### src/rtl/sr_guard.sv
module sr_guard #(
  parameter int ADDR_W = 15
) (
  input  logic              clk,
  input  logic              rst_n,
  input  logic              wel_set_i,
  input  logic              wel_clr_i,
  input  logic              sr_wr_i,
  input  logic [7:0]        sr_wdata_i,
  input  logic              wp_n_i,
  input  logic              busy_i,
  input  logic              wdone_i,
  input  logic [ADDR_W-1:0] wr_addr_i,
  output logic [7:0]        sts_o,
  output logic              arr_wr_ok_o,
  output logic              sr_wr_ok_o
);

  logic       wel_q, wpen_q, prog_q, pend_wpen_q;
  logic [1:0] bp_q, pend_bp_q;
  logic       hw_lock, addr_fenced, idle_ok, sr_take;
  logic       unused_bits;

  assign unused_bits = ^{sr_wdata_i[6:4], sr_wdata_i[1:0]};

  assign hw_lock = ~wp_n_i & wpen_q;
  assign idle_ok = wel_q & ~busy_i & ~prog_q;

  always_comb begin
    case (bp_q)
      2'b00:   addr_fenced = 1'b0;
      2'b01:   addr_fenced = &wr_addr_i[ADDR_W-1 -: 2];
      2'b10:   addr_fenced = wr_addr_i[ADDR_W-1];
      default: addr_fenced = 1'b1;
    endcase
  end

  assign arr_wr_ok_o = idle_ok & ~addr_fenced;
  assign sr_wr_ok_o  = idle_ok & ~hw_lock;
  assign sr_take     = sr_wr_i & sr_wr_ok_o;

  assign sts_o = prog_q ? {7'h7F, busy_i}
                        : {wpen_q, 3'b000, bp_q, wel_q, busy_i};

  always_ff @(posedge clk or negedge rst_n) begin
    if (!rst_n)                     wel_q <= 1'b0;
    else if (wdone_i || wel_clr_i)  wel_q <= 1'b0;
    else if (wel_set_i)             wel_q <= 1'b1;
  end

  always_ff @(posedge clk or negedge rst_n) begin
    if (!rst_n) begin
      prog_q      <= 1'b0;
      pend_wpen_q <= 1'b0;
      pend_bp_q   <= 2'b00;
      wpen_q      <= 1'b0;
      bp_q        <= 2'b00;
    end else if (sr_take) begin
      prog_q      <= 1'b1;
      pend_wpen_q <= sr_wdata_i[7];
      pend_bp_q   <= sr_wdata_i[3:2];
    end else if (wdone_i && prog_q) begin
      prog_q <= 1'b0;
      wpen_q <= pend_wpen_q;
      bp_q   <= pend_bp_q;
    end
  end

endmodule

### config.mk
export PLATFORM = sky130hd
export DESIGN_NAME = sr_guard
export DESIGN_NICKNAME = d
export VERILOG_FILES = /design/src/rtl/sr_guard.sv
export SDC_FILE = /design/constraint.sdc
export NUM_CORES = 1
export LEC_CHECK = 0
export BUFFER_PORTS_ARGS = -buffer_cell sky130_fd_sc_hd__buf_2
export CAP_MARGIN = 10
export CORE_AREA = 10 10 47 49
export DETAILED_ROUTE_END_ITERATION = 10
export DIE_AREA = 0 0 57 59
export PLACE_DENSITY = 0.72
export SETUP_SLACK_MARGIN = 0.2
export SKIP_LAST_GASP = 1
export SLEW_MARGIN = 20
export SYNTH_ARGS = -nofsm -noshare
export SYNTH_HDL_FRONTEND = slang
export SYNTH_SLANG_ARGS = --single-unit
### constraint.sdc
create_clock -name clk -period 3.7 [get_ports clk]
set_input_delay 0.37 -clock clk [delete_from_list [all_inputs] [get_ports clk]]
set_output_delay 0.37 -clock clk [all_outputs]
set_load 0.05 [all_outputs]
==> results.cfg, run 1 <==
[status]
status = finished clean

[synth]
syn_area_per_cell_sq_um = 12.4
syn-cell-area_sq_um = 422
synth_cell_types = 14
synth_nets = 65
synth_edf_count = 0
ys_seq_area_share_pct = 47.5
yosys_warnings = 0
ys_top_cells_by_area = dfrtp_1 47%, mux2_4 11%, mux2_2 8.0%
synth_seq_cells = 8
yosysTopAreaCell = dfrtp_1
async_reset_ff_share_pct = 100
synthFlopType = dfrtp_1
synthCells = 34
synth_top_cell_area_share_pct = 47.5

[clock_network]
clock_latency_ps = 250
h-tree-depth = 1
cts_setup_buffers = 0
cts_buffers = 3
cts_resized = 0
tritoncts = built
cts-root-buf = clkbuf_4
clk_pin_slew_worst_paths_ps = 50
cts.sinks = 8
clk_path_buf_depth = 2

[finish]
register_area_sq_um = 200
syn2layout_area_growth_pct = 31.5
insertedDiodeCount = 0
finalNonFillerCells = 72
final_nets = 89
multi_input_area_sq_um = 188
final.fill_count = 158
drive_above_1_share_pct = 66.1
final_area_sq_um = 554

[setup_path]
crit_path_start_kind = flip-flop
cpMaxStageDelayCell = dfrtp_1
reg2reg_slack_ps = 2350
endpoint_kind = output pin
arrival_ps = 1510
r2r_cells = 3
r2r_end = pend_bp_q[1]
crit_fanout = 10
crit_chain = nor3b_4 > nand2_1 > a31oi_1 > buf_2
cp_top_family = flip-flops
worst_path_largest_cell_delay_ps = 470
worstPathRequired_ps = 3330
r2r-start = prog_q
crit_type = flip-flop to output pin
path_buf_inv = 1

[global_route]
grt_max_degree = 11
grt_pass1_wl_um = 1530
grt_overflow = 0
grt_pass1_vias = 362
grt_use_total_pct = 5.79
antenna_found_initial = 0

[floorplan]
start_util_pct = 30.1
ios = 41
die_w_um = 57
core_area_sq_um = 1400
rows = 14
dieArea_sq_um = 3360
die_h_um = 59

[timing]
skew_ps = 2.26
max_slew.worst_pin.slew_ps = 289
finalSetupTns_ps = 0
hold_viol_final = 0
grt_setup_unrepaired = false
final-setup-viol-count = 0
final_max_slew_viol_count = 0
period_share_pct = 50.8
max_freq_mhz = 532
layout_min_cycle_time_ps = 1880
slew_headroom_pct = 80.7

[power]
power.leakage_nw = 0.322
ir_worst_vdd_uv = 213
power_density_nw_per_um2 = 567

[drt]
routedWlPerCell_um = 12.4
dr.pass1.iters = 2
via_per_inst = 4.28
ant_nets = 0
wirelength_um = 896
drt_iter0_markers = 2
drc = 0
vias = 308

[place]
place.gp.congestion = 0.676
placed_cells = 68
portBuffers = 22
placed_cell_area_sq_um = 522

[worst_hold_path]
hp-class = input pin to flip-flop
holdPathEnd = wel_q
holdPathStages = 2
worstHoldStart = wel_clr_i

[flow_run]
cap_violations = 0
[worst max path at each step]
stage	startpoint	endpoint	slack [ps]	depth (start not counted)
finish	prog_q	arr_wr_ok_o	1820	4
floorplan	prog_q	arr_wr_ok_o	1730	3
detailed placement	prog_q	arr_wr_ok_o	2060	4
global route	prog_q	arr_wr_ok_o	1690	4
CTS	prog_q	arr_wr_ok_o	1780	4
global placement	prog_q	arr_wr_ok_o	2070	4
[flip-flops by register name (all words and copies together), names as in the netlist]
register / flops
bp_q: 2
pend_bp_q: 2
pend_wpen_q: 1
prog_q: 1
wel_q: 1
wpen_q: 1
[worst reg2reg max path, delay by kind of cell (launching register included)]
family	cells	cell delay, ps
DFF	1	470
muxes	1	320
and+or+nand+nor	2	450
[timing repair]
action	4_1_cts	5_1_grt
hold buffers	1	0
setup endpoints to repair	0	0
endpoints found under the hold margin	8	0
[area by class of cell]
type | instances | share of cell area [%]
multi-input cells | 21 | 33.9
repair buffers | 23 | 21.7
flip-flops and latches | 8 | 36.1
clock buffers | 3 | 4.06
well taps | 16 | 3.61
inverters | 1 | 0.677
[kinds of logic (layout without fill, tap and decap cells)]
| logic type | after synthesis | after routing | share of synthesized area, % |
|---|---|---|---|
| flip-flops | 8 | 8 | 47.5 |
| buffers and inverters | 5 | 27 | 8.01 |
| multiplexers | 6 | 6 | 18.7 |
| AO/OA/AOI/OAI | 3 | 3 | 3.86 |
| AND/OR/NAND/NOR | 12 | 12 | 22.0 |
[power by group]
part | switching [W] | total (W) | internal, W | leakage, nW
registers | 0.0000139 | 0.000123 | 0.000109 | 0.103
clock network | 0.0000272 | 0.0000641 | 0.0000370 | 0.0138
logic | 0.0000779 | 0.000127 | 0.0000491 | 0.205
[routing by layer]
| layer | GRT usage (%) | part of all wire, % | up-vias |
|---|---|---|---|
| met1 | 5.10 | 37 | 139 |
| li1 | - | - | 158 |
| met4 | 4.03 | 0 | 0 |
| met5 | 0 | 0 | - |
| met2 | 9.92 | 53 | 11 |
| met3 | 3.22 | 9.8 | 0 |
[placed cells by master, fill, tap and decap left out]
| cell type | n |
|---|---|
| nor2b_1 | 2 |
| nand3b_4 | 1 |
| or2_2 | 4 |
| dfrtp_1 | 8 |
| a31oi_1 | 1 |
| nor2_1 | 1 |
| nor3_1 | 1 |
| nand2_1 | 2 |
| mux2_4 | 3 |
| mux2_2 | 3 |
| nor3b_4 | 1 |
| o21ai_0 | 2 |
| buf_2 | 22 |
| clkbuf_4 | 3 |
| inv_1 | 1 |
| dlygate4sd3_1 | 1 |
[metrics by stage]
stage	power (W)	utilization [%]	hold WS, ps	worst slack (ps)
after floorplan	0.000225	-	74.4	1730
after global placement	0.000250	37.2	213	2070
after detailed placement	0.000253	37.2	216	2060
after CTS	0.000319	39.6	265	1780
after global routing	0.000334	39.6	267	1690
final	0.000314	39.6	272	1820
[Yosys cell counts (2+ instances only)]
master,number
or2_2,4
o21ai_0,2
nand2_1,2
buf_4,4
mux2_2,3
nor2b_1,2
dfrtp_1,8
mux2_4,3
Note: power is estimated with default switching activity, not from simulation.
==> run 2: changes to the inputs <==
CORE_AREA = not set   (was 10 10 47 49)
CORE_MARGIN = 10   (was not set)
CORE_UTILIZATION = 30   (was not set)
DIE_AREA = not set   (was 0 0 57 59)
PLACE_DENSITY = 0.71   (was 0.72)
clock period = 1.6 ns   (was 3.7 ns; I/O delays follow)
==> run 2 against run 1 <==
  * Worst setup slack worse by 1700 ps
  * Combinational power grew to 2.7 times the previous value
  * Sequential cell count stayed put
  * Wire length is 4.5% higher
  * Clock power is 130% higher
  * Largest power group unchanged
  * Highest routed layer unchanged
==> results.cfg, run 2 (synthesis results as in run 1) <==
[global_route]
grt_overflow = 0
grt_max_degree = 10
grt_pass1_vias = 371
grt_pass1_wl_um = 1530
antenna_found_initial = 0
grt_use_total_pct = 5.64

[floorplan]
core_area_sq_um = 1320
die_w_um = 57.5
start_util_pct = 32.0
ios = 41
die_h_um = 57.5
dieArea_sq_um = 3310
rows = 13

[timing]
layout_min_cycle_time_ps = 1440
max_freq_mhz = 695
final-setup-viol-count = 0
slew_headroom_pct = 83.3
skew_ps = 1.30
finalWorstSetupSlack_ps = 162
final_max_slew_viol_count = 0
period_share_pct = 89.9
grt_setup_unrepaired = true
finalSetupTns_ps = 0
holdWs_ps = 62.8
hold_viol_final = 0
max_slew.worst_pin.slew_ps = 252

[worst_hold_path]
hp-class = input pin to flip-flop
worstHoldStart = wel_clr_i
holdPathEnd = wel_q
holdPathStages = 2

[clock_network]
clock_latency_ps = 250
h-tree-depth = 1
cts.sinks = 8
clk_path_buf_depth = 2
tritoncts = built
cts-root-buf = clkbuf_4
clk_pin_slew_worst_paths_ps = 50
cts_buffers = 3

[setup_path]
crit_fanout = 3
arrival_ps = 1280
r2r-start = prog_q
worst_path_largest_cell_delay_ps = 400
cp_top_family = flip-flops
endpoint_kind = output pin
crit_type = flip-flop to output pin
reg2reg_slack_ps = 310
path_buf_inv = 1
crit_path_start_kind = flip-flop
worstPathRequired_ps = 1440
r2r_cells = 4
r2r_end = pend_bp_q[1]
cpMaxStageDelayCell = dfrtp_1
crit_chain = nor3b_4 > nand2_1 > a31oi_2 > buf_6

[power]
ir_worst_vdd_uv = 474
power.leakage_nw = 0.340
power_density_nw_per_um2 = 1270
total_power_w = 0.000780

[finish]
largestRegisters = bp_q (2), pend_bp_q (2)
final.fill_count = 128
final_nets = 91
drive_above_1_share_pct = 70.7
syn2layout_area_growth_pct = 45.7
final_common_cell = buf_2
insertedDiodeCount = 0
finalNonFillerCells = 73
layout_common_cells = 16 x buf_2, 8 x dfrtp_1, 6 x buf_6, 4 x or2_2

[drt]
dr.pass1.iters = 2
routedWlPerCell_um = 12.8
ant_nets = 0
wirelength_um = 936
via_per_inst = 4.38
vias = 320
drt_iter0_markers = 1
drc = 0

[status]
status = finished clean

[place]
place.gp.congestion = 0.669
place_ws_ps = 260
placed_cells = 68
portBuffers = 22

[flow_run]
cap_violations = 0
run 2: cell types whose count changed in the layout (fill, tap and decap cells not counted), sizes merged:
cell / previous run / this run
buf: 22 / 24
run 2: repair_timing:
item / in CTS / in global routing
pin swaps: 1 / 0
resized for setup: 11 / 1
hold buffers: 1 / 0
buffers inserted: 1 / 0
hold endpoints to repair: 8 / 0
endpoints found under the setup margin: 6 / 6
run 2: final cells by class:
type	instances	area, sq um	share of cell area, %
Timing Repair Buffer	25	173	28.1
Inverter	1	3.75	0.611
Multi-Input combinational cell	21	196	32.0
Sequential cell	8	200	32.6
Tap cell	15	18.8	3.05
Clock buffer	3	22.5	3.67
run 2: report_power, final:
part	internal (W)	leakage [nW]	total [W]	switching, W
combinational	0.000156	0.223	0.000347	0.000191
clock	0.0000854	0.0138	0.000148	0.0000623
sequential	0.000252	0.103	0.000286	0.0000333
run 2: metrics by stage:
step,cell area (sq um),utilization (%)
2_1_floorplan,430,-
3_3_place_gp,537,40.7
3_5_place_dp,537,40.7
4_1_cts,611,46.3
5_1_grt,614,46.6
6_report,614,46.6
run 2: how the worst max path moves through the flow:
stage	startpoint	to	slack, ps	cells after the start
finish	prog_q	arr_wr_ok_o	160	4
detailed placement	prog_q	arr_wr_ok_o	260	4
global route	prog_q	arr_wr_ok_o	100	4
global placement	prog_q	arr_wr_ok_o	280	4
CTS	prog_q	arr_wr_ok_o	150	4
floorplan	prog_q	arr_wr_ok_o	100	3
run 2: routing by layer:
layer	up-vias	track usage, %	share of wire [%]
met1	143	4.72	39
met3	0	4.65	17
met5	-	0	0
met2	18	9.20	43
met4	0	3.02	0
li1	159	-	-
==> run 3: changes to the inputs <==
--- a/config.mk
+++ b/config.mk
@@ -12,2 +12,3 @@
 export DETAILED_ROUTE_END_ITERATION = 10
+export MAX_ROUTING_LAYER = met4
 export PLACE_DENSITY = 0.71
==> constraint.sdc (replaced) <==
create_clock -name clk -period 1.6 [get_ports clk]
set_input_delay 0 -clock clk [delete_from_list [all_inputs] [get_ports clk]]
set_output_delay 0 -clock clk [all_outputs]
set_load 0.05 [all_outputs]
==> run 3 against run 2 <==
  * Clock skew rose by 3.4 ps
  * Clock power barely moved
  * Final cell count rose by 9.6%
  * Clock-buffer cell count did not move
  * Critical path depth did not move
  * Worst setup slack improved by 130 ps
  * Critical path type is now flip-flop to flip-flop
  * Non-clock buffer count rose by 7
==> results.cfg, run 3 (synthesis results as in run 1) <==
[clock_network]
cts-root-buf = clkbuf_4
cts_buffers = 3
h-tree-depth = 1
tritoncts = built
clk_pin_slew_worst_paths_ps = 50
cts.sinks = 8
clk_path_buf_depth = 2
clock_latency_ps = 250

[finish]
largestRegisters = bp_q (2), pend_bp_q (2)
register_area_sq_um = 201
final_common_cell = buf_2
final_nets = 98
syn2layout_area_growth_pct = 55.2
layout_common_cells = 20 x buf_2, 7 x dfrtp_1, 7 x dlygate4sd3_1, 4 x or2_2, 4 x clkbuf_4
final_area_sq_um = 654
drive_above_1_share_pct = 66.2
final.fill_count = 127
insertedDiodeCount = 0
multi_input_area_sq_um = 196

[timing]
period_share_pct = 81.9
finalSetupTns_ps = 0
layout_min_cycle_time_ps = 1310
max_slew.worst_pin.slew_ps = 256
hold_viol_final = 0
max_freq_mhz = 763
skew_ps = 4.69
final_max_slew_viol_count = 0
grt_setup_unrepaired = false
slew_headroom_pct = 83.1
final-setup-viol-count = 0

[setup_path]
worstPathRequired_ps = 1730
crit_path_start_kind = flip-flop
crit_type = flip-flop to flip-flop
arrival_ps = 1440
crit_fanout = 4
endpoint_kind = flip-flop

[global_route]
grt_overflow = 0
antenna_found_initial = 0
grt_max_degree = 11
grt_use_total_pct = 6.20
grt_pass1_vias = 369
grt_pass1_wl_um = 1590

[drt]
vias = 348
via_per_inst = 4.35
drt_iter0_markers = 0
dr.pass1.iters = 1
wirelength_um = 962
routedWlPerCell_um = 12.0
drc = 0
ant_nets = 0

[power]
power.leakage_nw = 0.364
power_density_nw_per_um2 = 1140
ir_worst_vdd_uv = 479

[status]
status = finished clean

[flow_run]
cap_violations = 0

[place]
place.gp.congestion = 0.664
portBuffers = 22
placed_cell_area_sq_um = 529

[floorplan]
die_w_um = 57.5
start_util_pct = 32.0
ios = 41
core_area_sq_um = 1320
dieArea_sq_um = 3310
die_h_um = 57.5
rows = 13

[worst_hold_path]
hp-class = input pin to flip-flop
==> run 3: cell types whose count changed in the layout (fill, tap and decap cells not counted), sizes merged <==
| cell | delta |
|---|---|
| dlygate4sd3 | +6 |
| clkbuf | +1 |
==> run 3: metal layers <==
| layer | vias to the layer above | part of all wire (%) | track usage (%) |
|---|---|---|---|
| li1 | 177 | - | - |
| met1 | 153 | 46 | 6.70 |
| met2 | 18 | 43 | 8.59 |
| met3 | 0 | 11 | 3.32 |
| met4 | 0 | 0 | 4.03 |
| met5 | - | 0 | - |
==> run 3: critical path: stages (launching register included) <==
cell	delay, ps
dfrtp_2	430
nor3b_4	200
buf_4	150
nand3b_4	110
mux2_4	310
==> run 3: stage by stage <==
step / instances / setup WS, ps / utilization [%] / hold slack (ps) / power, W
2_1_floorplan: 34 / 256 / - / -296 / 0.000523
3_3_place_gp: 67 / 265 / 40.2 / -154 / 0.000581
3_5_place_dp: 67 / 252 / 40.2 / -151 / 0.000588
4_1_cts: 78 / 216 / 48.1 / 105 / 0.000753
5_1_grt: 80 / 227 / 49.7 / 119 / 0.000794
6_report: 80 / 290 / 49.7 / 112 / 0.000745
==> run 3: final timing paths <==
path,end,startpoint,slack (ps),cells past startpoint
worst max-delay path,pend_wpen_q,prog_q,290,4
worst min-delay path,prog_q,sr_wr_i,110,3
worst max register to register,pend_wpen_q,prog_q,290,4
worst min register to register,pend_wpen_q,pend_wpen_q,510,1
max in group asynchronous,prog_q,rst_n,1300,2
min in group asynchronous,pend_bp_q[1],rst_n,120,2
==> run 3: final cells by class <==
class | instances | share of cell area (%)
Tap cell | 15 | 2.87
Timing Repair Buffer | 32 | 32.3
Inverter | 1 | 0.574
Sequential cell | 8 | 30.8
Clock buffer | 3 | 3.44
Multi-Input combinational cell | 21 | 30.0
==> run 3: report_power, final <==
group	switching [W]	total [W]	leakage, nW	internal [W]
combinational	0.000185	0.000313	0.249	0.000128
sequential	0.0000340	0.000287	0.101	0.000253
clock	0.0000598	0.000145	0.0138	0.0000852
total	0.000278	0.000745	0.364	0.000466
==> run 3: timing repair <==
action / in CTS / in global routing
gates cloned: 0 / 0
hold endpoints to repair: 13 / 0
resized for setup: 2 / 2
setup endpoints to repair: 2 / 5
hold buffers: 7 / 0
pin swaps: 1 / 0
setup buffers: 1 / 2
